[config.mk]
export PLATFORM = sky130hd
export DESIGN_NAME = mbx_irq_flags
export DESIGN_NICKNAME = d
export VERILOG_FILES = /design/src/rtl/mbx_pkg.sv /design/src/rtl/mbx_port_decode.sv /design/src/rtl/mbx_flag_cell.sv /design/src/rtl/mbx_irq_flags.sv
export SDC_FILE = /design/constraint.sdc
export NUM_CORES = 1
export LEC_CHECK = 0
export ABC_AREA = 1
export ABC_CLOCK_PERIOD_IN_PS = 800
export BUFFER_PORTS_ARGS = -buffer_cell sky130_fd_sc_hd__buf_4
export CORE_AREA = 2 2 39 41
export DETAILED_ROUTE_END_ITERATION = 10
export DIE_AREA = 0 0 41 43
export HOLD_SLACK_MARGIN = 0.05
export PLACE_DENSITY_LB_ADDON = 0.08
export SLEW_MARGIN = 20
export SYNTH_ARGS = -nofsm -noshare
export SYNTH_HDL_FRONTEND = slang
export SYNTH_SLANG_ARGS = --single-unit
[constraint.sdc]
create_clock -name clk -period 0.8 [get_ports clk]
set_input_delay 0.08 -clock clk [delete_from_list [all_inputs] [get_ports clk]]
set_output_delay 0.08 -clock clk [all_outputs]
set_load 0.01 [all_outputs]
[src/rtl/mbx_pkg.sv]
package mbx_pkg;

    typedef struct packed {
        logic flag;
    } flag_state_t;

    // side 0 = left mailbox (top-1), side 1 = right mailbox (top)
    function automatic int unsigned box_addr(input int unsigned addr_w, input int unsigned side);
        return ((32'd1 << addr_w) - 32'd2) + side;
    endfunction

endpackage

[src/rtl/mbx_port_decode.sv]
module mbx_port_decode #(
    parameter int unsigned ADDR_W   = 10,
    parameter int unsigned OWN_BOX  = 1022,
    parameter int unsigned PEER_BOX = 1023
) (
    input  logic              en,
    input  logic              oe,
    input  logic              wr,
    input  logic              busy,
    input  logic [ADDR_W-1:0] addr,
    output logic              post,
    output logic              take
);
    localparam logic [ADDR_W-1:0] OWN_A  = ADDR_W'(OWN_BOX);
    localparam logic [ADDR_W-1:0] PEER_A = ADDR_W'(PEER_BOX);

    always_comb begin
        post = en && wr && !busy && (addr == PEER_A);
        take = en && oe && !busy && (addr == OWN_A);
    end
endmodule

[src/rtl/mbx_flag_cell.sv]
module mbx_flag_cell
    import mbx_pkg::*;
(
    input  logic clk,
    input  logic rst,
    input  logic set,
    input  logic clr,
    output logic flag
);
    flag_state_t st_d, st_q;

    always_comb begin
        st_d = st_q;
        if (set)
            st_d.flag = 1'b1;
        else if (clr)
            st_d.flag = 1'b0;
    end

    always_ff @(posedge clk) begin
        if (rst)
            st_q <= '0;
        else
            st_q <= st_d;
    end

    assign flag = st_q.flag;

    // set wins over a simultaneous clear
    p_set_wins_r7: assert property (@(posedge clk) disable iff (rst)
        set |=> flag);
    p_clear_r4: assert property (@(posedge clk) disable iff (rst)
        (clr && !set) |=> !flag);
    // no request, no change
    p_hold_r8: assert property (@(posedge clk) disable iff (rst)
        (!set && !clr) |=> $stable(flag));
endmodule

[src/rtl/mbx_irq_flags.sv]
module mbx_irq_flags
    import mbx_pkg::*;
#(
    parameter int unsigned ADDR_W = 10
) (
    input  logic              clk,
    input  logic              rst,
    input  logic              l_en,
    input  logic              l_oe,
    input  logic              l_wr,
    input  logic [ADDR_W-1:0] l_addr,
    input  logic              l_busy,
    input  logic              r_en,
    input  logic              r_oe,
    input  logic              r_wr,
    input  logic [ADDR_W-1:0] r_addr,
    input  logic              r_busy,
    output logic              l_irq,
    output logic              r_irq
);
    localparam int unsigned NPORT = 2;
    localparam logic [ADDR_W-1:0] L_BOX = ADDR_W'(box_addr(ADDR_W, 0));
    localparam logic [ADDR_W-1:0] R_BOX = ADDR_W'(box_addr(ADDR_W, 1));

    logic              p_en   [NPORT];
    logic              p_oe   [NPORT];
    logic              p_wr   [NPORT];
    logic              p_busy [NPORT];
    logic [ADDR_W-1:0] p_addr [NPORT];
    logic              p_post [NPORT];
    logic              p_take [NPORT];
    logic              p_irq  [NPORT];

    always_comb begin
        p_en[0] = l_en;   p_en[1] = r_en;
        p_oe[0] = l_oe;   p_oe[1] = r_oe;
        p_wr[0] = l_wr;   p_wr[1] = r_wr;
        p_busy[0] = l_busy; p_busy[1] = r_busy;
        p_addr[0] = l_addr; p_addr[1] = r_addr;
    end

    for (genvar i = 0; i < NPORT; i++) begin : g_port
        mbx_port_decode #(
            .ADDR_W  (ADDR_W),
            .OWN_BOX (box_addr(ADDR_W, i)),
            .PEER_BOX(box_addr(ADDR_W, NPORT - 1 - i))
        ) i_dec (
            .en  (p_en[i]),
            .oe  (p_oe[i]),
            .wr  (p_wr[i]),
            .busy(p_busy[i]),
            .addr(p_addr[i]),
            .post(p_post[i]),
            .take(p_take[i])
        );

        mbx_flag_cell i_flag (
            .clk (clk),
            .rst (rst),
            .set (p_post[NPORT - 1 - i]),
            .clr (p_take[i]),
            .flag(p_irq[i])
        );
    end

    assign l_irq = p_irq[0];
    assign r_irq = p_irq[1];

    p_reset_r1: assert property (@(posedge clk)
        rst |=> (!l_irq && !r_irq));
    p_right_sets_r2: assert property (@(posedge clk) disable iff (rst)
        (r_en && r_wr && !r_busy && r_addr == L_BOX) |=> l_irq);
    p_left_sets_r3: assert property (@(posedge clk) disable iff (rst)
        (l_en && l_wr && !l_busy && l_addr == R_BOX) |=> r_irq);
    p_right_clears_r5: assert property (@(posedge clk) disable iff (rst)
        (r_en && r_oe && !r_busy && r_addr == R_BOX
         && !(l_en && l_wr && !l_busy && l_addr == R_BOX)) |=> !r_irq);
    // a busy owner cannot lower its flag; a busy sender cannot raise it
    p_busy_keep_l_r6: assert property (@(posedge clk) disable iff (rst)
        (l_busy && l_irq) |=> l_irq);
    p_busy_keep_r_r6: assert property (@(posedge clk) disable iff (rst)
        (r_busy && r_irq) |=> r_irq);
    p_busy_noset_l_r6: assert property (@(posedge clk) disable iff (rst)
        (r_busy && !l_irq) |=> !l_irq);
endmodule

==> impl_results.md, run 1 <==
- Final count of hold timing violations: 0
- Main combinational cell family by area after synthesis: simple AND/OR/NAND/NOR gates
- Clock Latency Late Sink: about 0.22 ns
- Slowest cell delay on critical path: 0.33 ns
- Max Cap Viol: 0
- Worst Hold Class: in -> reg
- Pleak: approximately 0.27 nW
- Inserted Clock Buffers: 3
- Synth Area in Adders: 0%
- # IOs: 32
- #FFs+latches synth: 2
- HPWL after detailed placement: between 600 and 700 um
- Clock Skew: 0 ns
- Share of cells above drive strength 1: about half
- Placeable Area: between 0.001 and 0.0015 mm2
- DRC Markers: 0
- GR Overflow Total: 0
- Max Fclk: between 1 and 1.5 GHz
- Mapped Cells: between 40 and 50
- Synthesis Warnings: 0
- Root Buffer: clkbuf_4
- Period utilization: 94.0%
- Drt total wl: a little under 700 um
- Drt initial violations: 2
- CTS Buffer Depth: 2
- Worst-Margin Slew: around 0.11 ns
- Initial antenna violation count: 0
- WP data required: between 0.7 and 0.8 ns
- Final std cells w/o fill: 92
- Mux cell area share after synthesis: 0%
- GRT Util Overall: under 10%
- CTS H-tree lvls: 1
- Die area: 0.00176 mm2
- Worst-path clk slew: ~0.03 ns
- Critical path type: reg -> out
- Simple-Gate Fraction of Synth Area: between 60% and 70%
- Largest register FFs: 2
- Mapped cell area: around 210 um2
- Top cell family by delay on the critical path: flip-flops
- Worst-path fanout max: 2
- Outcome: complete, no violations
- Initial Utilization: around 15%
- Vias/cell: approximately 3.9
- Vias: 357
- Synthesized area per cell: around 5.1 um2
- Inst Count DP: approximately 90
- Commonest cells after routing, fill and taps aside: buf_4, nand2_1, inv_1
- XOR/XNOR Fraction of Synth Area: 0%
- WL per Instance: between 7 and 8 um
- Final Max Slew Viols: 0
- Largest net degree at the start of global routing: 3
- Most common cell after layout, fill and taps aside: buf_4
- Sum Neg Setup Slack: 0 ns
- Port bufs: 31
- Final net count: 108
- CP Buf/Inv Count: 1
- Flop-to-flop setup slack: about 0.24 ns
- Detailed Routing Iterations Pass 1: 2
- Register area share after synthesis: a little under a fifth
- VDD IR max: roughly 0.00030 V
- Die X-Extent: just over 40 um
- P per Cell Area: roughly 950 mW/mm2
- First-pass GRT wire length: ~950 um
- # rows: 14
- CP max stage cell: dfxtp_1
- Slew margin rel.: just over 90%
- RSZ-0062 raised after global routing: false
- Die height: 43 um
- Distinct cells, synth: 9
- Gp weighted congestion: ~0.57
- CP cell instances: buf_4
- Crit path arrival time: between 0.6 and 0.7 ns
- Syn_nets: 71
- N_diodes: 0
- Final Setup Violations: 0
- Area Overhead vs Synth: 137%
- Final min period: 0.752 ns
- Synth Area in Compound Gates: roughly 4.8%
- Post-CTS setup buffer count: 0
- CP startpoint kind: flop
- Vias in the first global route: 291
- TritonCTS clock tree: done
- Clock Sinks: 2
- Crit. End Element: output port
- Detail Route Antenna Nets: 0
layer usage:
metal	up-vias	global-route usage (%)	wire length, um
li1	194	-	-
met1	148	7.67	224
met2	15	13.4	355
met3	0	3.14	97
met4	0	8.00	0
met5	-	0	0
per-stage QoR:
step / util [%] / cell area (um2) / power (W) / hold slack, ns / worst slack, ns
after global placement: 33.4 / 462 / 0.000243 / 0.251 / 0.113
after detailed placement: 33.4 / 462 / 0.000244 / 0.253 / 0.108
after CTS: 35.7 / 494 / 0.000489 / 0.124 / 0.0353
final: 35.7 / 494 / 0.000469 / 0.130 / 0.0482
after global routing: 35.7 / 494 / 0.000505 / 0.147 / 0.0132
after floorplan: - / 209 / 0.000130 / 0.149 / 0.222
where the power goes:
group	internal, W	total, W	leakage [nW]	switching, W
logic	0.000105	0.000144	0.244	0.0000393
registers	0.000101	0.000101	0.0161	0.0000000105
clock network	0.000166	0.000224	0.0138	0.0000585
cells in the mapped netlist:
cell	number	area, um2
nor2_2	2	12.5
nor2_1	4	15.0
dfxtp_1	2	40.0
nand2_1	18	67.6
inv_1	7	26.3
nor3_2	1	10.0
nand3b_1	1	7.51
a21oi_1	2	10.0
nand3_1	4	20.0
logic make-up (layout without fill, tap and decap cells):
group / Yosys count / in the layout
DFF: 2 / 2
buffers and inverters: 7 / 42
and+or+nand+nor: 30 / 30
AOI/OAI and AO/OA: 2 / 2
area by class of cell:
| class | instances | area [um2] |
|---|---|---|
| fillers | 173 | 890 |
| repair buffers | 32 | 243 |
| flip-flops and latches | 2 | 40.0 |
| inverters | 7 | 26.3 |
| multi-input cells | 32 | 143 |
| well taps | 16 | 20.0 |
| clock buffers | 3 | 22.5 |
tightest hold or removal path, delay by kind of cell:
family	cells	cell delay (ns)
compound gates	1	0.05
buf+inv	1	0.09
simple gates	2	0.08
worst paths after layout:
check / endpoint / depth (start not counted) / start
max: l_irq / 1 / g_port[0].i_flag.flag
min: g_port[1].i_flag.flag / 4 / l_busy
max reg2reg: g_port[0].i_flag.flag / 2 / g_port[0].i_flag.flag
min reg2reg: g_port[1].i_flag.flag / 2 / g_port[1].i_flag.flag
repair_timing:
action,4_1_cts,5_1_grt
gates resized for setup,0,0
endpoints found under the hold margin,2,0
hold buffers,1,0
No activity file was read; power rests on OpenSTA's default activity.
==> inputs of run 2 (changes only) <==
--- a/config.mk
+++ b/config.mk
@@ -5,7 +5,6 @@
 export SDC_FILE = /design/constraint.sdc
 export NUM_CORES = 1
 export LEC_CHECK = 0
-export ABC_AREA = 1
 export ABC_CLOCK_PERIOD_IN_PS = 800
 export BUFFER_PORTS_ARGS = -buffer_cell sky130_fd_sc_hd__buf_4
 export CORE_AREA = 2 2 39 41
==> impl_results.md, run 2 <==
- Outcome: complete, no violations
- Most used DFF post-synth: dfxtp_1
- Peak-usage layer in the global routing report: met2
- Distinct cells, synth: 15
- Commonest cells after routing, fill and taps aside: buf_4, nand4_1, clkbuf_4
- Number of flops mapped to enable cells by yosys: 0
- GR Overflow Total: 0
- HPWL after detailed placement: around 640 um
- Final Power: 0.000459 W
- # IOs: 32
- CTS Buffer Depth: 2
- Initial antenna violation count: 0
- Largest register FFs: 2
- # rows: 14
- Area Overhead vs Synth: 176%
- Drt total wl: ~700 um
- Die X-Extent: roughly 40 um
- Worst Hold Class: in -> reg
- DRC Markers: 0
- Detail Route Antenna Nets: 0
- Clock Latency Late Sink: roughly 0.22 ns
- Gp weighted congestion: 0.602
- Max Cap Viol: 0
- GRT Util Overall: under 10%
- Min-delay src: rst
- Worst reg2reg startpoint: g_port[0].i_flag.flag
- Top cells by count, synth: nand4_1, dfxtp_1, inv_1, nand2_1
- Worst-path fanout max: 2
- Clock Skew: 0 ns
- Clock Sinks: 2
- Final count of hold timing violations: 0
- Die height: 43 um
- Sum Neg Setup Slack: 0 ns
- Mapped cell area: around 170 um2
- N_diodes: 0
- CP startpoint kind: input port
- Synthesis Warnings: 0
- Crit path arrival time: just over 0.9 ns
- Share of cells above drive strength 1: 64.3%
- M1 GR Usage: 8.92%
- Vias in the first global route: approximately 340
- Top cells by area, synth: dfxtp_1, nand4_1, nand3b_4, nand4b_1, o32ai_1
- Count leader, synth: nand4_1
- Largest net degree at the start of global routing: 4
- WL per Instance: approximately 9.7 um
- Pleak: around 0.22 nW
- M2 GR Usage: roughly 17%
- Worst-Margin Slew: 0.315 ns
- Mapped Cells: 21
- Port bufs: 31
- RSZ-0062 raised after global routing: true
- Root Buffer: clkbuf_4
- P per Cell Area: ~1000 mW/mm2
- Placeable Area: approximately 0.0014 mm2
- Syn_nets: 51
- Detailed Routing Iterations Pass 1: 4
- Initial Utilization: roughly an eighth
- Final min period: between 0.7 and 0.8 ns
- Register area share after synthesis: 24.1%
- Critical path type: in -> reg
- Worst Setup SP: l_busy
- CTS H-tree lvls: 1
- Synthesized area per cell: 7.92 um2
- Inserted Clock Buffers: 3
- Top cell type's share of synthesized area: between 20% and 30%
- Final net count: a little under 90
- #FFs+latches synth: 2
- Ys async rst share: 0%
- Met3 Usage GRT: 0%
- Period utilization: 97.3%
- CP cell instances: buf_6, nand3b_4, or4_4, a21oi_1
- Die area: between 0.0015 and 0.002 mm2
- Most common cell after layout, fill and taps aside: buf_4
- Worst-path clk slew: ~0.03 ns
- Slowest cell delay on critical path: approximately 0.5 ns
- VDD IR max: ~0.00024 V
- Synth area leader: dfxtp_1
- CP max stage cell: or4_4
- Drt initial violations: 4
- Vias/cell: ~4.5
- Final Max Slew Viols: 0
- TritonCTS clock tree: done
- WP data required: between 0.9 and 1 ns
- Slew margin rel.: between 70% and 80%
- Vias: 327
- First-pass GRT wire length: around 1.1 mm
- Crit. End Element: flop
- Max Fclk: 1.28 GHz
- Final Setup Violations: 0
==> run 2: report_power, final <==
| group | switching (W) | total (W) | internal, W |
|---|---|---|---|
| sequential | 0.00000000923 | 0.000101 | 0.000101 |
| combinational | 0.0000343 | 0.000139 | 0.000105 |
| clock | 0.0000538 | 0.000219 | 0.000165 |
==> run 2: layout make-up <==
type	count	area, um2
clock buffer	3	22.5
fill	146	925
inverter	2	7.51
multi-input combinational	17	123
sequential	2	40.0
tap	16	20.0
timing repair buffer	32	246
==> run 2: per-layer routing <==
layer / up-vias / part of all wire [%]
met5: - / 0
met4: 0 / 0
met3: 0 / 10
met2: 24 / 60
met1: 147 / 30
li1: 156 / -
==> run 2: path summary, 6_finish.rpt <==
path	endpoint	slack [ns]	depth (start not counted)
worst min-delay path	g_port[0].i_flag.flag	0.08	2
worst max register to register	g_port[0].i_flag.flag	0.10	2
worst min register to register	g_port[1].i_flag.flag	0.46	2
worst max-delay path	g_port[1].i_flag.flag	0.02	4
==> run 2: cells by family after synthesis <==
family                 count (synthesis)  synth area share [%]
AND/OR/NAND/NOR                       14                  57.9
AO/OA/AOI/OAI                          3                  13.5
flip-flops                             2                  24.1
buffers and inverters                  2                  4.51
==> run 2: what timing repair did <==
action,4_1_cts,5_1_grt
setup endpoints to repair,1,1
hold endpoints to repair,1,0
hold buffers,1,0
setup buffers,0,0
gates resized for setup,1,1
pin swaps,0,0
==> run 2: worst max-delay path, delay by kind of cell <==
family / cells / cell delay, ns
AOI/OAI and AO/OA: 1 / 0.12
buffers and inverters: 1 / 0.09
and+or+nand+nor: 2 / 0.64
==> run 2: through the flow <==
stage / cell area [um2] / std cells / setup WS (ns) / utilization [%] / hold slack (ns)
floorplan: 166 / 21 / -0.0777 / - / 0.149
global placement: 419 / 68 / -0.223 / 30.3 / 0.265
detailed placement: 419 / 68 / -0.247 / 30.3 / 0.264
CTS: 455 / 72 / 0.0111 / 32.9 / 0.0743
global route: 459 / 72 / -0.00341 / 33.2 / 0.0862
finish: 459 / 72 / 0.0213 / 33.2 / 0.0805
==> inputs of run 3 (changes only) <==
--- a/config.mk
+++ b/config.mk
@@ -5,11 +5,12 @@
 export SDC_FILE = /design/constraint.sdc
 export NUM_CORES = 1
 export LEC_CHECK = 0
-export ABC_CLOCK_PERIOD_IN_PS = 800
+export ABC_CLOCK_PERIOD_IN_PS = 900
 export BUFFER_PORTS_ARGS = -buffer_cell sky130_fd_sc_hd__buf_4
 export CORE_AREA = 2 2 39 41
 export DETAILED_ROUTE_END_ITERATION = 10
 export DIE_AREA = 0 0 41 43
+export GPL_TIMING_DRIVEN = 0
 export HOLD_SLACK_MARGIN = 0.05
 export PLACE_DENSITY_LB_ADDON = 0.08
 export SLEW_MARGIN = 20
==> constraint.sdc (replaced) <==
create_clock -name clk -period 0.9 [get_ports clk]
set_input_delay 0.09 -clock clk [delete_from_list [all_inputs] [get_ports clk]]
set_output_delay 0.09 -clock clk [all_outputs]
set_load 0.01 [all_outputs]
==> impl_results.md, run 3 (synthesized netlist as in run 2, its figures left out) <==
- GRT Util Overall: 8.61%
- Post-CTS setup buffer count: 0
- Vias in the first global route: ~300
- Period utilization: between 90% and 100%
- WP data required: 1.05 ns
- Area Overhead vs Synth: 173%
- Max Cap Viol: 0
- Clock Latency Late Sink: roughly 0.22 ns
- Vias/cell: between 4 and 5
- Worst-path fanout max: 2
- Die height: about 43 um
- Vias: 310
- Detailed Routing Iterations Pass 1: 2
- Port bufs: 31
- Final Max Slew Viols: 0
- Clock Skew: 0 ns
- WL per Instance: around 9.5 um
- CTS Buffer Depth: 2
- CP startpoint kind: input port
- Drt total wl: 676 um
- Final Setup Violations: 0
- Crit path arrival time: 0.98 ns
- Commonest cells after routing, fill and taps aside: buf_4, nand4_1, clkbuf_4
- Outcome: complete, no violations
- Final net count: 87
- Fin Hold WS: 0.153 ns
- Worst-Margin Slew: 0.361 ns
- Final count of hold timing violations: 0
- Final Cell Area: ~450 um2
- Pleak: ~0.22 nW
- First-pass GRT wire length: between 1 and 1.5 mm
- GR Overflow Total: 0
- Crit. End Element: flop
- Depth of the worst hold-timing path: 3
- Worst Hold Class: in -> reg
- Worst Reg-to-Reg Cells: 2
- Placeable Area: around 0.0014 mm2
- Initial Utilization: around an eighth
- Critical path type: in -> reg
- Final min period: between 0.8 and 0.9 ns
- Clock Sinks: 2
- Largest register FFs: 2
- P per Cell Area: 880 mW/mm2
- Gp weighted congestion: between 0.6 and 0.7
- Sum Neg Setup Slack: 0 ns
- CTS H-tree lvls: 1
- Initial antenna violation count: 0
- Most common cell after layout, fill and taps aside: buf_4
- Detail Route Antenna Nets: 0
- TritonCTS clock tree: done
- DRC Markers: 0
- # rows: 14
- Drt initial violations: 1
- Placed Area: around 420 um2
- Largest net degree at the start of global routing: 4
- # IOs: 32
- RSZ-0062 raised after global routing: false
- Die area: 0.00176 mm2
- Fill cells: 158
- Root Buffer: clkbuf_4
- Share of cells above drive strength 1: 65.5%
- Max Fclk: approximately 1.2 GHz
- Slew margin rel.: between 70% and 80%
- Worst-path clk slew: approximately 0.03 ns
- VDD IR max: 0.000305 V
- Die X-Extent: between 40 and 50 um
- N_diodes: 0
- Inserted Clock Buffers: 3
## run 3: cell types whose count changed in the layout (fill, tap and decap cells not counted)
cell,before,now
nor2_1,1,0
or4_4,1,0
o32ai_1,1,0
buf_6,1,0
o32ai_2,0,1
or4_1,0,1
nor2_2,0,1
## run 3: metrics by stage
stage / setup WS (ns) / power (W) / cells / utilization, %
2_1_floorplan: 0.0123 / 0.000106 / 21 / -
3_3_place_gp: -0.161 / 0.000206 / 68 / 30.3
3_5_place_dp: -0.162 / 0.000210 / 68 / 30.3
4_1_cts: 0.0205 / 0.000415 / 72 / 32.6
5_1_grt: 0.0432 / 0.000425 / 71 / 32.8
6_report: 0.0729 / 0.000400 / 71 / 32.8
## run 3: final cells by class
type / count / area [um2] / share of cell area (%)
clock buffers: 3 / 22.5 / 4.96
flip-flops and latches: 2 / 40.0 / 8.82
inverters: 2 / 7.51 / 1.65
well taps: 16 / 20.0 / 4.41
multi-input cells: 17 / 129 / 28.4
repair buffers: 31 / 235 / 51.8
## run 3: path summary, 6_finish.rpt
kind	startpoint	endpoint	slack, ns
hold / removal	r_wr	g_port[0].i_flag.flag	0.15
setup reg to reg	g_port[0].i_flag.flag	g_port[0].i_flag.flag	0.21
setup / recovery	l_busy	g_port[1].i_flag.flag	0.07
hold reg to reg	g_port[1].i_flag.flag	g_port[1].i_flag.flag	0.48
## run 3: routing by layer
metal  global-route usage (%)  vias up  part of all wire, %
met1                     8.28      140                   31
met2                     16.9       17                   59
met5                        0        -                    0
met3                        0        0                  9.9
li1                         -      153                    -
met4                     4.00        0                    0
## run 3: repair_timing
item | CTS | global route
resized for setup | 0 | 2
setup endpoints to repair | 0 | 1
hold buffers | 1 | 0
endpoints found under the hold margin | 1 | 0
## run 3: where the power goes
part	internal, W	switching (W)
clock	0.000146	0.0000438
sequential	0.0000894	0.00000000939
combinational	0.0000895	0.0000305
total	0.000325	0.0000743
## run 3: worst max-delay path, stage by stage
cell      delay, ns
buf_4          0.11
nand3b_4       0.14
or4_1          0.51
a21oi_1        0.13
